--- src/rtl/ordb_pkg.sv ---
package ordb_pkg;

    localparam int ORDB_DATA_W = 32;
    localparam int ORDB_CODE_W = 2;

    typedef struct packed {
        logic [ORDB_CODE_W-1:0] code;
        logic [ORDB_DATA_W-1:0] data;
    } ordb_beat_t;

    // number of tag bits that carry the slot index
    function automatic int slot_bits(int flight);
        return (flight > 1) ? $clog2(flight) : 0;
    endfunction

endpackage

--- src/rtl/ordb_issue.sv ---
module ordb_issue #(
    parameter int ID_W   = 2,
    parameter int FLIGHT = 2,
    localparam int SLOT_W = (FLIGHT > 1) ? $clog2(FLIGHT) : 1
) (
    input  logic              clk,
    input  logic              rst,
    input  logic              acc,
    input  logic [ID_W-1:0]   id,
    output logic [SLOT_W-1:0] slot
);
    localparam int NUM_IDS = 1 << ID_W;

    logic [SLOT_W-1:0] cnt_q [NUM_IDS];

    for (genvar g = 0; g < NUM_IDS; g++) begin : g_cnt
        always_ff @(posedge clk) begin
            if (rst) begin
                cnt_q[g] <= '0;
            end else if (acc && (id == ID_W'(g))) begin
                cnt_q[g] <= (FLIGHT > 1) ? cnt_q[g] + 1'b1 : '0;
            end
        end
    end

    assign slot = cnt_q[id];
endmodule

--- src/rtl/ordb_store.sv ---
module ordb_store
    import ordb_pkg::*;
#(
    parameter int ENTRIES = 8,
    localparam int IDX_W = (ENTRIES > 1) ? $clog2(ENTRIES) : 1
) (
    input  logic               clk,
    input  logic               rst,
    input  logic               alloc,
    input  logic [IDX_W-1:0]   alloc_idx,
    input  logic               fill,
    input  logic               fill_odd,
    input  logic [IDX_W-1:0]   fill_idx,
    input  ordb_beat_t         fill_beat,
    input  logic               rel,
    input  logic [IDX_W-1:0]   rel_idx,
    output logic [ENTRIES-1:0] busy_q,
    output logic [ENTRIES-1:0] full_q,
    output ordb_beat_t         rd_beat,
    output logic               err_q
);
    ordb_beat_t beat_q [ENTRIES];
    logic       fill_ok;

    assign fill_ok = fill && !fill_odd && busy_q[fill_idx] && !full_q[fill_idx];

    for (genvar e = 0; e < ENTRIES; e++) begin : g_ent
        always_ff @(posedge clk) begin
            if (rst) begin
                busy_q[e] <= 1'b0;
                full_q[e] <= 1'b0;
            end else begin
                if (alloc && (alloc_idx == IDX_W'(e))) begin
                    busy_q[e] <= 1'b1;
                end else if (rel && (rel_idx == IDX_W'(e))) begin
                    busy_q[e] <= 1'b0;
                end
                if (rel && (rel_idx == IDX_W'(e))) begin
                    full_q[e] <= 1'b0;
                end else if (fill_ok && (fill_idx == IDX_W'(e))) begin
                    full_q[e] <= 1'b1;
                end
            end
        end

        always_ff @(posedge clk) begin
            if (fill_ok && (fill_idx == IDX_W'(e))) begin
                beat_q[e] <= fill_beat;
            end
        end
    end

    always_ff @(posedge clk) begin
        if (rst) err_q <= 1'b0;
        else     err_q <= fill && !fill_ok;
    end

    assign rd_beat = beat_q[rel_idx];
endmodule

--- src/rtl/ordb_pick.sv ---
module ordb_pick #(
    parameter int N = 4,
    localparam int W = (N > 1) ? $clog2(N) : 1
) (
    input  logic         clk,
    input  logic         rst,
    input  logic [N-1:0] req,
    input  logic         hold,
    output logic         any,
    output logic [W-1:0] gnt_id
);
    logic         lock_q;
    logic [W-1:0] lock_id_q;
    logic [W-1:0] pri;

    always_comb begin
        pri = '0;
        for (int i = N - 1; i >= 0; i--) begin
            if (req[i]) pri = W'(i);
        end
    end

    assign any    = lock_q || (|req);
    assign gnt_id = lock_q ? lock_id_q : pri;

    always_ff @(posedge clk) begin
        if (rst) begin
            lock_q    <= 1'b0;
            lock_id_q <= '0;
        end else begin
            lock_q    <= hold;
            lock_id_q <= gnt_id;
        end
    end
endmodule

--- src/rtl/ordb_bridge.sv ---
module ordb_bridge
    import ordb_pkg::*;
#(
    parameter int ID_W   = 2,
    parameter int FLIGHT = 2,
    parameter int ADDR_W = 32
) (
    input  logic                              clk,
    input  logic                              rst,
    input  logic                              up_ar_valid,
    output logic                              up_ar_ready,
    input  logic [ID_W-1:0]                   up_ar_id,
    input  logic [ADDR_W-1:0]                 up_ar_addr,
    output logic                              dn_req_valid,
    input  logic                              dn_req_ready,
    output logic [ID_W+slot_bits(FLIGHT):0]   dn_req_src,
    output logic [ADDR_W-1:0]                 dn_req_addr,
    input  logic                              dn_rsp_valid,
    input  logic [ID_W+slot_bits(FLIGHT):0]   dn_rsp_src,
    input  logic [ORDB_DATA_W-1:0]            dn_rsp_data,
    input  logic [ORDB_CODE_W-1:0]            dn_rsp_code,
    output logic                              up_r_valid,
    input  logic                              up_r_ready,
    output logic [ID_W-1:0]                   up_r_id,
    output logic [ORDB_DATA_W-1:0]            up_r_data,
    output logic [ORDB_CODE_W-1:0]            up_r_resp,
    output logic                              err_stray
);
    localparam int NUM_IDS   = 1 << ID_W;
    localparam int SLOT_BITS = slot_bits(FLIGHT);
    localparam int SLOT_W    = (SLOT_BITS > 0) ? SLOT_BITS : 1;
    localparam int SRC_W     = ID_W + SLOT_BITS + 1;
    localparam int ENTRIES   = NUM_IDS * FLIGHT;
    localparam int IDX_W     = (ENTRIES > 1) ? $clog2(ENTRIES) : 1;

    function automatic logic [IDX_W-1:0] ent(logic [ID_W-1:0] id, logic [SLOT_W-1:0] s);
        return IDX_W'(int'(id) * FLIGHT + ((FLIGHT > 1) ? int'(s) : 0));
    endfunction

    logic [SLOT_W-1:0]  iss_slot;
    logic [SLOT_W-1:0]  rsp_slot;
    logic [ID_W-1:0]    rsp_id;
    logic [SLOT_W-1:0]  head_q [NUM_IDS];
    logic [NUM_IDS-1:0] rdy;
    logic [ENTRIES-1:0] busy_q, full_q;
    logic [IDX_W-1:0]   alloc_idx, rel_idx;
    logic               slot_free, ar_fire, r_fire;
    ordb_beat_t         in_beat, out_beat;

    ordb_issue #(.ID_W(ID_W), .FLIGHT(FLIGHT)) u_iss (
        .clk(clk), .rst(rst), .acc(ar_fire), .id(up_ar_id), .slot(iss_slot)
    );

    assign alloc_idx    = ent(up_ar_id, iss_slot);
    assign slot_free    = !busy_q[alloc_idx];
    assign dn_req_valid = up_ar_valid && slot_free;
    assign up_ar_ready  = dn_req_ready && slot_free;
    assign ar_fire      = up_ar_valid && up_ar_ready;
    assign dn_req_addr  = up_ar_addr;
    assign rsp_id       = dn_rsp_src[SRC_W-1 -: ID_W];

    if (SLOT_BITS > 0) begin : g_tag
        assign dn_req_src = {up_ar_id, iss_slot, 1'b0};
        assign rsp_slot   = dn_rsp_src[SLOT_BITS:1];
    end else begin : g_tag_flat
        assign dn_req_src = {up_ar_id, 1'b0};
        assign rsp_slot   = '0;
    end

    for (genvar g = 0; g < NUM_IDS; g++) begin : g_head
        assign rdy[g] = full_q[ent(ID_W'(g), head_q[g])];
        always_ff @(posedge clk) begin
            if (rst) begin
                head_q[g] <= '0;
            end else if (r_fire && (up_r_id == ID_W'(g))) begin
                head_q[g] <= (FLIGHT > 1) ? head_q[g] + 1'b1 : '0;
            end
        end
    end

    ordb_pick #(.N(NUM_IDS)) u_pick (
        .clk(clk), .rst(rst), .req(rdy), .hold(up_r_valid && !up_r_ready),
        .any(up_r_valid), .gnt_id(up_r_id)
    );

    assign r_fire  = up_r_valid && up_r_ready;
    assign rel_idx = ent(up_r_id, head_q[up_r_id]);
    assign in_beat = '{code: dn_rsp_code, data: dn_rsp_data};

    ordb_store #(.ENTRIES(ENTRIES)) u_st (
        .clk(clk), .rst(rst),
        .alloc(ar_fire), .alloc_idx(alloc_idx),
        .fill(dn_rsp_valid), .fill_odd(dn_rsp_src[0]),
        .fill_idx(ent(rsp_id, rsp_slot)), .fill_beat(in_beat),
        .rel(r_fire), .rel_idx(rel_idx),
        .busy_q(busy_q), .full_q(full_q), .rd_beat(out_beat), .err_q(err_stray)
    );

    assign up_r_data = out_beat.data;
    assign up_r_resp = out_beat.code;
endmodule

--- config.mk ---
export PLATFORM = sky130hd
export DESIGN_NAME = ordb_bridge
export DESIGN_NICKNAME = d
export VERILOG_FILES = /design/src/rtl/ordb_pkg.sv /design/src/rtl/ordb_issue.sv /design/src/rtl/ordb_store.sv /design/src/rtl/ordb_pick.sv /design/src/rtl/ordb_bridge.sv
export SDC_FILE = /design/constraint.sdc
export NUM_CORES = 1
export LEC_CHECK = 0
export BUFFER_PORTS_ARGS = -buffer_cell sky130_fd_sc_hd__clkbuf_2
export CAP_MARGIN = 20
export CORE_UTILIZATION = 58
export CTS_CLUSTER_SIZE = 10
export DETAILED_ROUTE_END_ITERATION = 12
export PLACE_DENSITY = 0.8
export SLEW_MARGIN = 10
export SYNTH_ARGS = -nofsm -noshare
export SYNTH_HDL_FRONTEND = slang
export SYNTH_SLANG_ARGS = --single-unit
--- constraint.sdc ---
create_clock -name clk -period 5.8 [get_ports clk]
set_input_delay 1.16 -clock clk [delete_from_list [all_inputs] [get_ports clk]]
set_output_delay 1.16 -clock clk [all_outputs]
set_load 0.05 [all_outputs]
==> results.md, run 1 <==
* GRT overflow at 0
* Cell Pwr Density at 334.4 mW/mm^2
* Max cap viols at 0
* Final Hold Viols at 0
* Worst Path Max Fanout at 41
* P_sw at between 900 and 1000 uW
* Pwr Total at 4682 uW
* Cell count after synthesis at 909
* Die extent in y at 149.1 microns
* Initial antenna violation count at 0
* Dpl hpwl at 15.32 mm
* Syn Area/Cell at 13.80 sq um
* Pleak at 0.004847 uW
* Critical path capture point type: primary output
* Global-route usage over all layers at 25.54%
* Register area share after synthesis at 70.21%
* Setup_tns at 0 ps
* Number of port buffers at about 90
* Count of cell types in the netlist at 59
* Number of buffers on the longest clock path at 3
* Post-route ant nets at 0
* Sequential Power Share at around half
* Routability cong. at 0.8508
* Cell Count Post-Placement at 1195
* N_diodes at 0
* TritonCTS Buffers at 36
* Crit share post-route at 88.60%
* Min cycle time layout at between 5000 and 6000 ps
* Clock power share at a little over two fifths
* Post-synth top area share at 67.02%
* Register-to-register path setup slack at 2590 ps
* Core Region at 0.02109 sq mm
* Async set-or-reset flop fraction in the synthesized netlist at 0%
* Fmax at 194.6 MHz
* Peak VDD IR at 0.3044 mV
* Root Driver: clkbuf_16
* Relative slew slack at 31.10%
* Logic pwr share at 5.8%
* Clock net sink count at 300
* TritonCTS clock tree: done
* DR pass1 iterations at 5
* Share of cells above drive strength 1 at 18.28%
* Critical path arrival at 3980 ps
* Worst hold path type: flip-flop to flip-flop
* Initial DRC count at around 830
* Synth top area cells: edfxtp_1, nand2_1, dfxtp_1, nand3_1, buf_4
* Sw frac at a little over a fifth
* Startpoint Class: flip-flop
* Largest net degree at the start of global routing at 56
* Layout filler cell count at between 1000 and 1500
* RSZ-0062 raised after global routing: false
* Wire length of the first global-routing pass at 42.84 mm
* Critical path startpoint: head_q[3]
* Synthesized cell area at 0.01255 sq mm
* Postcts setup bufs at 0
* Syn Nets at 987
* Vias in the first global route at 7895
* Design area at 0.01400 sq mm
* WL final at around 28 mm
* Status: complete, no violations
* Reg2reg start: u_st.busy_q[1]
* Die W at 149.1 microns
* CTS Hold Bufs at 0
* Cell Int Power at 3684 uW
* Clock Skew at slightly above 20 ps
* Post-route DRC at 0
* Clock-pin slew on the worst setup and hold paths at 60 ps
* Post-synth EDFFs at 280
* Via count at 7979
* Resized Gates After CTS at 0
* Final setup viols at 0
* Post-DR vias/cell at between 6 and 7
* # rows at 53
* H-tree Lvls at 2
* Wirelength per Cell at 22.24 microns
* I/O Pins at 154
* P&R area growth vs syn at 11.61%
* Die Area at 0.02222 sq mm
* CP required at 4640 ps
* Largest area contributor in the netlist: edfxtp_1
* Worst Tran Pin Value at 1030 ps
* YS warnings at 0
* Initial core utilization at 59.49%
* Fin cells at 1249
* Layout Nets at between 1000 and 1500
* Min-delay src: u_st.busy_q[5]
* Ys flop type: edfxtp_1
* Worst-Skew Late Latency at 510 ps
* Placed cell area at 0.01295 sq mm
* Number of synthesized register bits at 300
* Slew Limit Fails at 0
* CP Class: flip-flop to primary output
placed cells by master, fill, tap and decap left out, types with 10 or more instances in the layout:
| cell type | count |
|---|---|
| a211oi_1 | 21 |
| a31o_1 | 20 |
| a311oi_1 | 21 |
| a21oi_1 | 27 |
| o21ai_0 | 11 |
| clkbuf_16 | 38 |
| a31oi_1 | 24 |
| o21a_1 | 10 |
| nand2_1 | 136 |
| clkbuf_1 | 13 |
| and4_1 | 11 |
| nor2_1 | 15 |
| and3_1 | 21 |
| nand3b_1 | 13 |
| dfxtp_1 | 20 |
| o221a_1 | 11 |
| edfxtp_1 | 280 |
| a32oi_1 | 11 |
| buf_4 | 17 |
| nand3_1 | 76 |
| clkbuf_2 | 88 |
area by class of cell:
type | count | area, sq um | area share [%]
sequential | 300 | 8808 | 62.91
multi-input combinational | 505 | 3177 | 22.69
clock buffer | 51 | 999.7 | 7.140
timing repair buffer | 106 | 588.1 | 4.200
tap | 275 | 344.1 | 2.457
clock inverter | 3 | 51.30 | 0.3664
inverter | 9 | 33.78 | 0.2413
worst max-delay path, cell delays in order, from the launching register on:
cell and delay, ps:
edfxtp_1 480, mux2_4 380, o2111ai_4 240, a21bo_4 430, nand2_2 600, buf_4 460, a31oi_1 270, a32oi_1 90
o221a_1 260, clkbuf_2 240
sequential cells by signal, indices dropped and copies added, names as in the netlist:
name	cells
head_q	4
u_iss.cnt_q	4
u_pick.lock_id_q	2
u_pick.lock_q	1
u_st.beat_q	272
u_st.busy_q	8
u_st.err_q	1
u_st.full_q	8
power groups by stage:
stage / combinational (uW) / clock, uW / sequential [uW]
floorplan: 244 / 0 / 2430
global placement: 263 / 0 / 2430
detailed placement: 268 / 0 / 2430
CTS: 270 / 2040 / 2390
global route: 289 / 2120 / 2390
finish: 271 / 2030 / 2390
per-layer routing:
metal / vias up / GRT usage, % / wire, microns
met4: 0 / 11.02 / 676
met2: 366 / 42.49 / 13950
met1: 3967 / 33.60 / 11220
li1: 3581 / - / -
met3: 65 / 3.884 / 1939
met5: - / 0 / 0
Yosys cell counts (8+ instances only):
master and n:
and3_1 21, a311oi_1 21, clkbuf_1 14, a211oi_1 21, o221a_1 11, edfxtp_1 280, buf_2 32, nand3_1 76
a31oi_1 24, a31o_1 20, o21ai_0 11, mux2i_1 8, buf_4 41, and4_1 11, a32oi_1 11, dfxtp_1 20
o21a_1 10, nand2_1 136, nor2_1 21, a21oi_1 28, nand3b_1 13
path summary, 6_finish.rpt:
check | end | cells past startpoint
setup / recovery | up_r_data[17] | 9
setup reg to reg | u_st.beat_q[1][1] | 6
hold reg to reg | u_st.busy_q[5] | 2
hold / removal | u_st.busy_q[5] | 2
stage by stage:
stage / worst slack (ps) / hold slack, ps / util, %
after floorplan: 621.6 / 423.2 / -
after global placement: 1301 / 442.1 / 61.42
after detailed placement: 1218 / 445.0 / 61.42
after CTS: 689.0 / 452.6 / 66.40
after global routing: 475.3 / 498.8 / 66.40
final: 660.9 / 455.6 / 66.40
cell families after synthesis:
logic type / share of synthesized area, %
AND/OR/NAND/NOR: 12.33
other: 0.02989
multiplexers: 1.725
buffers and inverters: 4.996
flip-flops: 70.21
AO/OA/AOI/OAI: 10.71
Note: power is estimated with default switching activity, not from simulation.
==> inputs of run 2 (changes only) <==
Settings changed: CORE_ASPECT_RATIO from default to 1.25, PLACE_DENSITY 0.8 to 0.91.
==> run 2 against run 1 <==
  * Sequential share of layout area rose by 0.46 points
  * Critical path depth did not move
  * Die area barely moved
  * Critical endpoint is now up_r_data[13]
  * Power fell by 2.7%
  * Routed wire length rose by 8.3%
  * Sequential power barely moved
  * Setup slack got worse by 58 ps
  * Register-to-register slack got worse by 180 ps
  * Utilization fell by 0.33 points
==> results.md, run 2 (synthesized netlist as in run 1, its figures left out) <==
* RSZ-0062 raised after global routing: false
* Top reg by flops: u_st.beat_q
* Die Area at 0.02223 sq mm (about the same)
* P&R area growth vs syn at 10.79%
* Peak VDD IR at 0.2543 mV (-16%)
* Critical path startpoint: head_q[1]
* TritonCTS clock tree: done
* Wirelength per Cell at 24.27 microns (+9.1%)
* Final Hold Viols at 0 (unchanged)
* Dpl hpwl at 17.10 mm (+12%)
* Number of port buffers at 88 (unchanged)
* Initial DRC count at 1022 (+23%)
* Final setup viols at 0 (unchanged)
* Cell Pwr Density at 327.9 mW/mm^2 (-1.9%)
* GRT overflow at 0 (unchanged)
* CP required at 4640 ps (about the same)
* Worst Path Max Fanout at 53 (+29%)
* Critical path capture point type: primary output
* Most frequent cells in the layout: edfxtp_1, nand2_1, clkbuf_2, nand3_1, clkbuf_16
* Cell Count Post-Placement at 1196 (+0.084%)
* Most common cell after layout, fill and taps aside: edfxtp_1
* Via count at 8269 (+3.6%)
* Postcts setup bufs at 0 (unchanged)
* Share of cells above drive strength 1 at 18.34% (+0.067 points)
* Worst Tran Pin Value at 1085 ps (+55.34 ps)
* Register-to-register path setup slack at 2410 ps (-180 ps)
* Setup_tns at 0 ps (unchanged)
* Global-route usage over all layers at 27.27% (+1.7 points)
* Root Driver: clkbuf_16
* Relative slew slack at 27.49% (-3.6 points)
* Initial core utilization at 59.63% (+0.14 points)
* RR Endpoint: u_st.full_q[7]
* I/O Pins at 154 (unchanged)
* Clock net sink count at 300 (unchanged)
* R2R depth at 8 (+2)
* Crit share post-route at 89.60% (+1.0 points)
* Core Region at 0.02104 sq mm (-0.23%)
* Largest net degree at the start of global routing at 54 (-3.6%)
* Worst hold path type: flip-flop to flip-flop
* H-tree Lvls at 2 (unchanged)
* WL final at 30.09 mm (+8.3%)
* Die W at 133.5 microns (-10%)
* Routability cong. at 0.8525 (+0.20%)
* Setup slack at placement at 1179 ps (-39.22 ps)
* Min cycle time layout at 5197 ps (+57.99 ps)
* Clock Skew at 6.308 ps (-14.16 ps)
* Initial antenna violation count at 1 (+1)
* Vias in the first global route at 8471 (+7.3%)
* Worst-Skew Late Latency at 510 ps (about the same)
* Largest registers: u_st.beat_q: 272 flops, u_st.busy_q: 8 flops, u_st.full_q: 8 flops
* Status: complete, no violations
* Fin cells at 1240 (-0.72%)
* Fmax at 192.4 MHz (-1.1%)
* # rows at 59 (+11%)
* Max cap viols at 0 (unchanged)
* Critical path arrival at 4040 ps (+60 ps)
* CP Class: flip-flop to primary output
* Startpoint Class: flip-flop
* Pleak at 0.004805 uW (-0.87%)
* Post-DR vias/cell at 6.669 (+4.4%)
* Largest register FFs at 272 (unchanged)
* Clock-pin slew on the worst setup and hold paths at 60 ps (about the same)
* Resized Gates After CTS at 0 (unchanged)
* DR pass1 iterations at 5 (unchanged)
* Post-route ant nets at 0 (unchanged)
* Layout Nets at 1037 (+0.097%)
* Post-route DRC at 0 (unchanged)
* CP endpoint: up_r_data[13]
* CTS Hold Bufs at 0 (unchanged)
* Number of buffers on the longest clock path at 3 (unchanged)
* Wire length of the first global-routing pass at 45.83 mm (+7.0%)
* Die extent in y at 166.4 microns (+12%)
* Reg2reg start: head_q[2]
* Slew Limit Fails at 0 (unchanged)
* Post-route setup slack at 602.9 ps (-57.99 ps)
* TritonCTS Buffers at 35 (-2.8%)
* Pwr Total at 4558 uW (-2.7%)
[run 2: changes by cell type in the layout (fill, tap and decap cells not counted), sizes merged]
cell and change:
buf +2, inv +1, clkinv -1, bufinv -1
diode +1, clkbuf -10
[run 2: worst min-delay path by stage]
stage                         startpoint        endpoint  depth (start not counted)
after global placement    u_st.busy_q[5]  u_st.busy_q[5]                          2
after floorplan           u_st.busy_q[5]  u_st.busy_q[5]                          2
after global routing      u_st.busy_q[5]  u_st.busy_q[5]                          2
final                     u_st.busy_q[5]  u_st.busy_q[5]                          2
after detailed placement  u_st.busy_q[5]  u_st.busy_q[5]                          2
after CTS                 u_st.busy_q[5]  u_st.busy_q[5]                          2
[run 2: worst max-delay path, cell delays in order (launching register included)]
cell,delay [ps]
edfxtp_1,530
mux2i_2,310
o2111ai_4,190
and2_4,390
inv_2,840
buf_4,400
a21oi_1,100
a32oi_1,250
o221a_1,220
clkbuf_2,270
[run 2: layout make-up]
class | count | area [sq um]
flip-flops and latches | 300 | 8808
fillers | 1395 | 7139
multi-input cells | 505 | 3177
clock buffers | 41 | 919.6
repair buffers | 108 | 590.6
well taps | 274 | 342.8
inverters | 9 | 33.78
clock inverters | 2 | 25.02
diodes | 1 | 2.502
[run 2: stage by stage]
stage,instance area (sq um),hold slack [ps],utilization (%)
final,13900,456.0,66.07
after global placement,12950,441.0,61.56
after floorplan,12550,423.2,-
after CTS,13900,456.5,66.05
after detailed placement,12950,448.0,61.56
after global routing,13900,489.3,66.07
[run 2: where the power goes]
group / internal (uW) / switching, uW / total (uW) / leakage, uW
Sequential: 2380 / 6.78 / 2390 / 0.00269
Clock: 1110 / 788 / 1900 / 0.000461
Combinational: 73.6 / 202 / 276 / 0.00165
[run 2: layer usage]
metal  vias to the layer above  part of all wire (%)  global-route usage, %
met5                         -                     0                      0
met3                       129                   8.4                  4.932
li1                       3563                     -                      -
met1                      4041                    35                  30.93
met4                         0                   4.6                  15.81
met2                       536                    52                  48.03
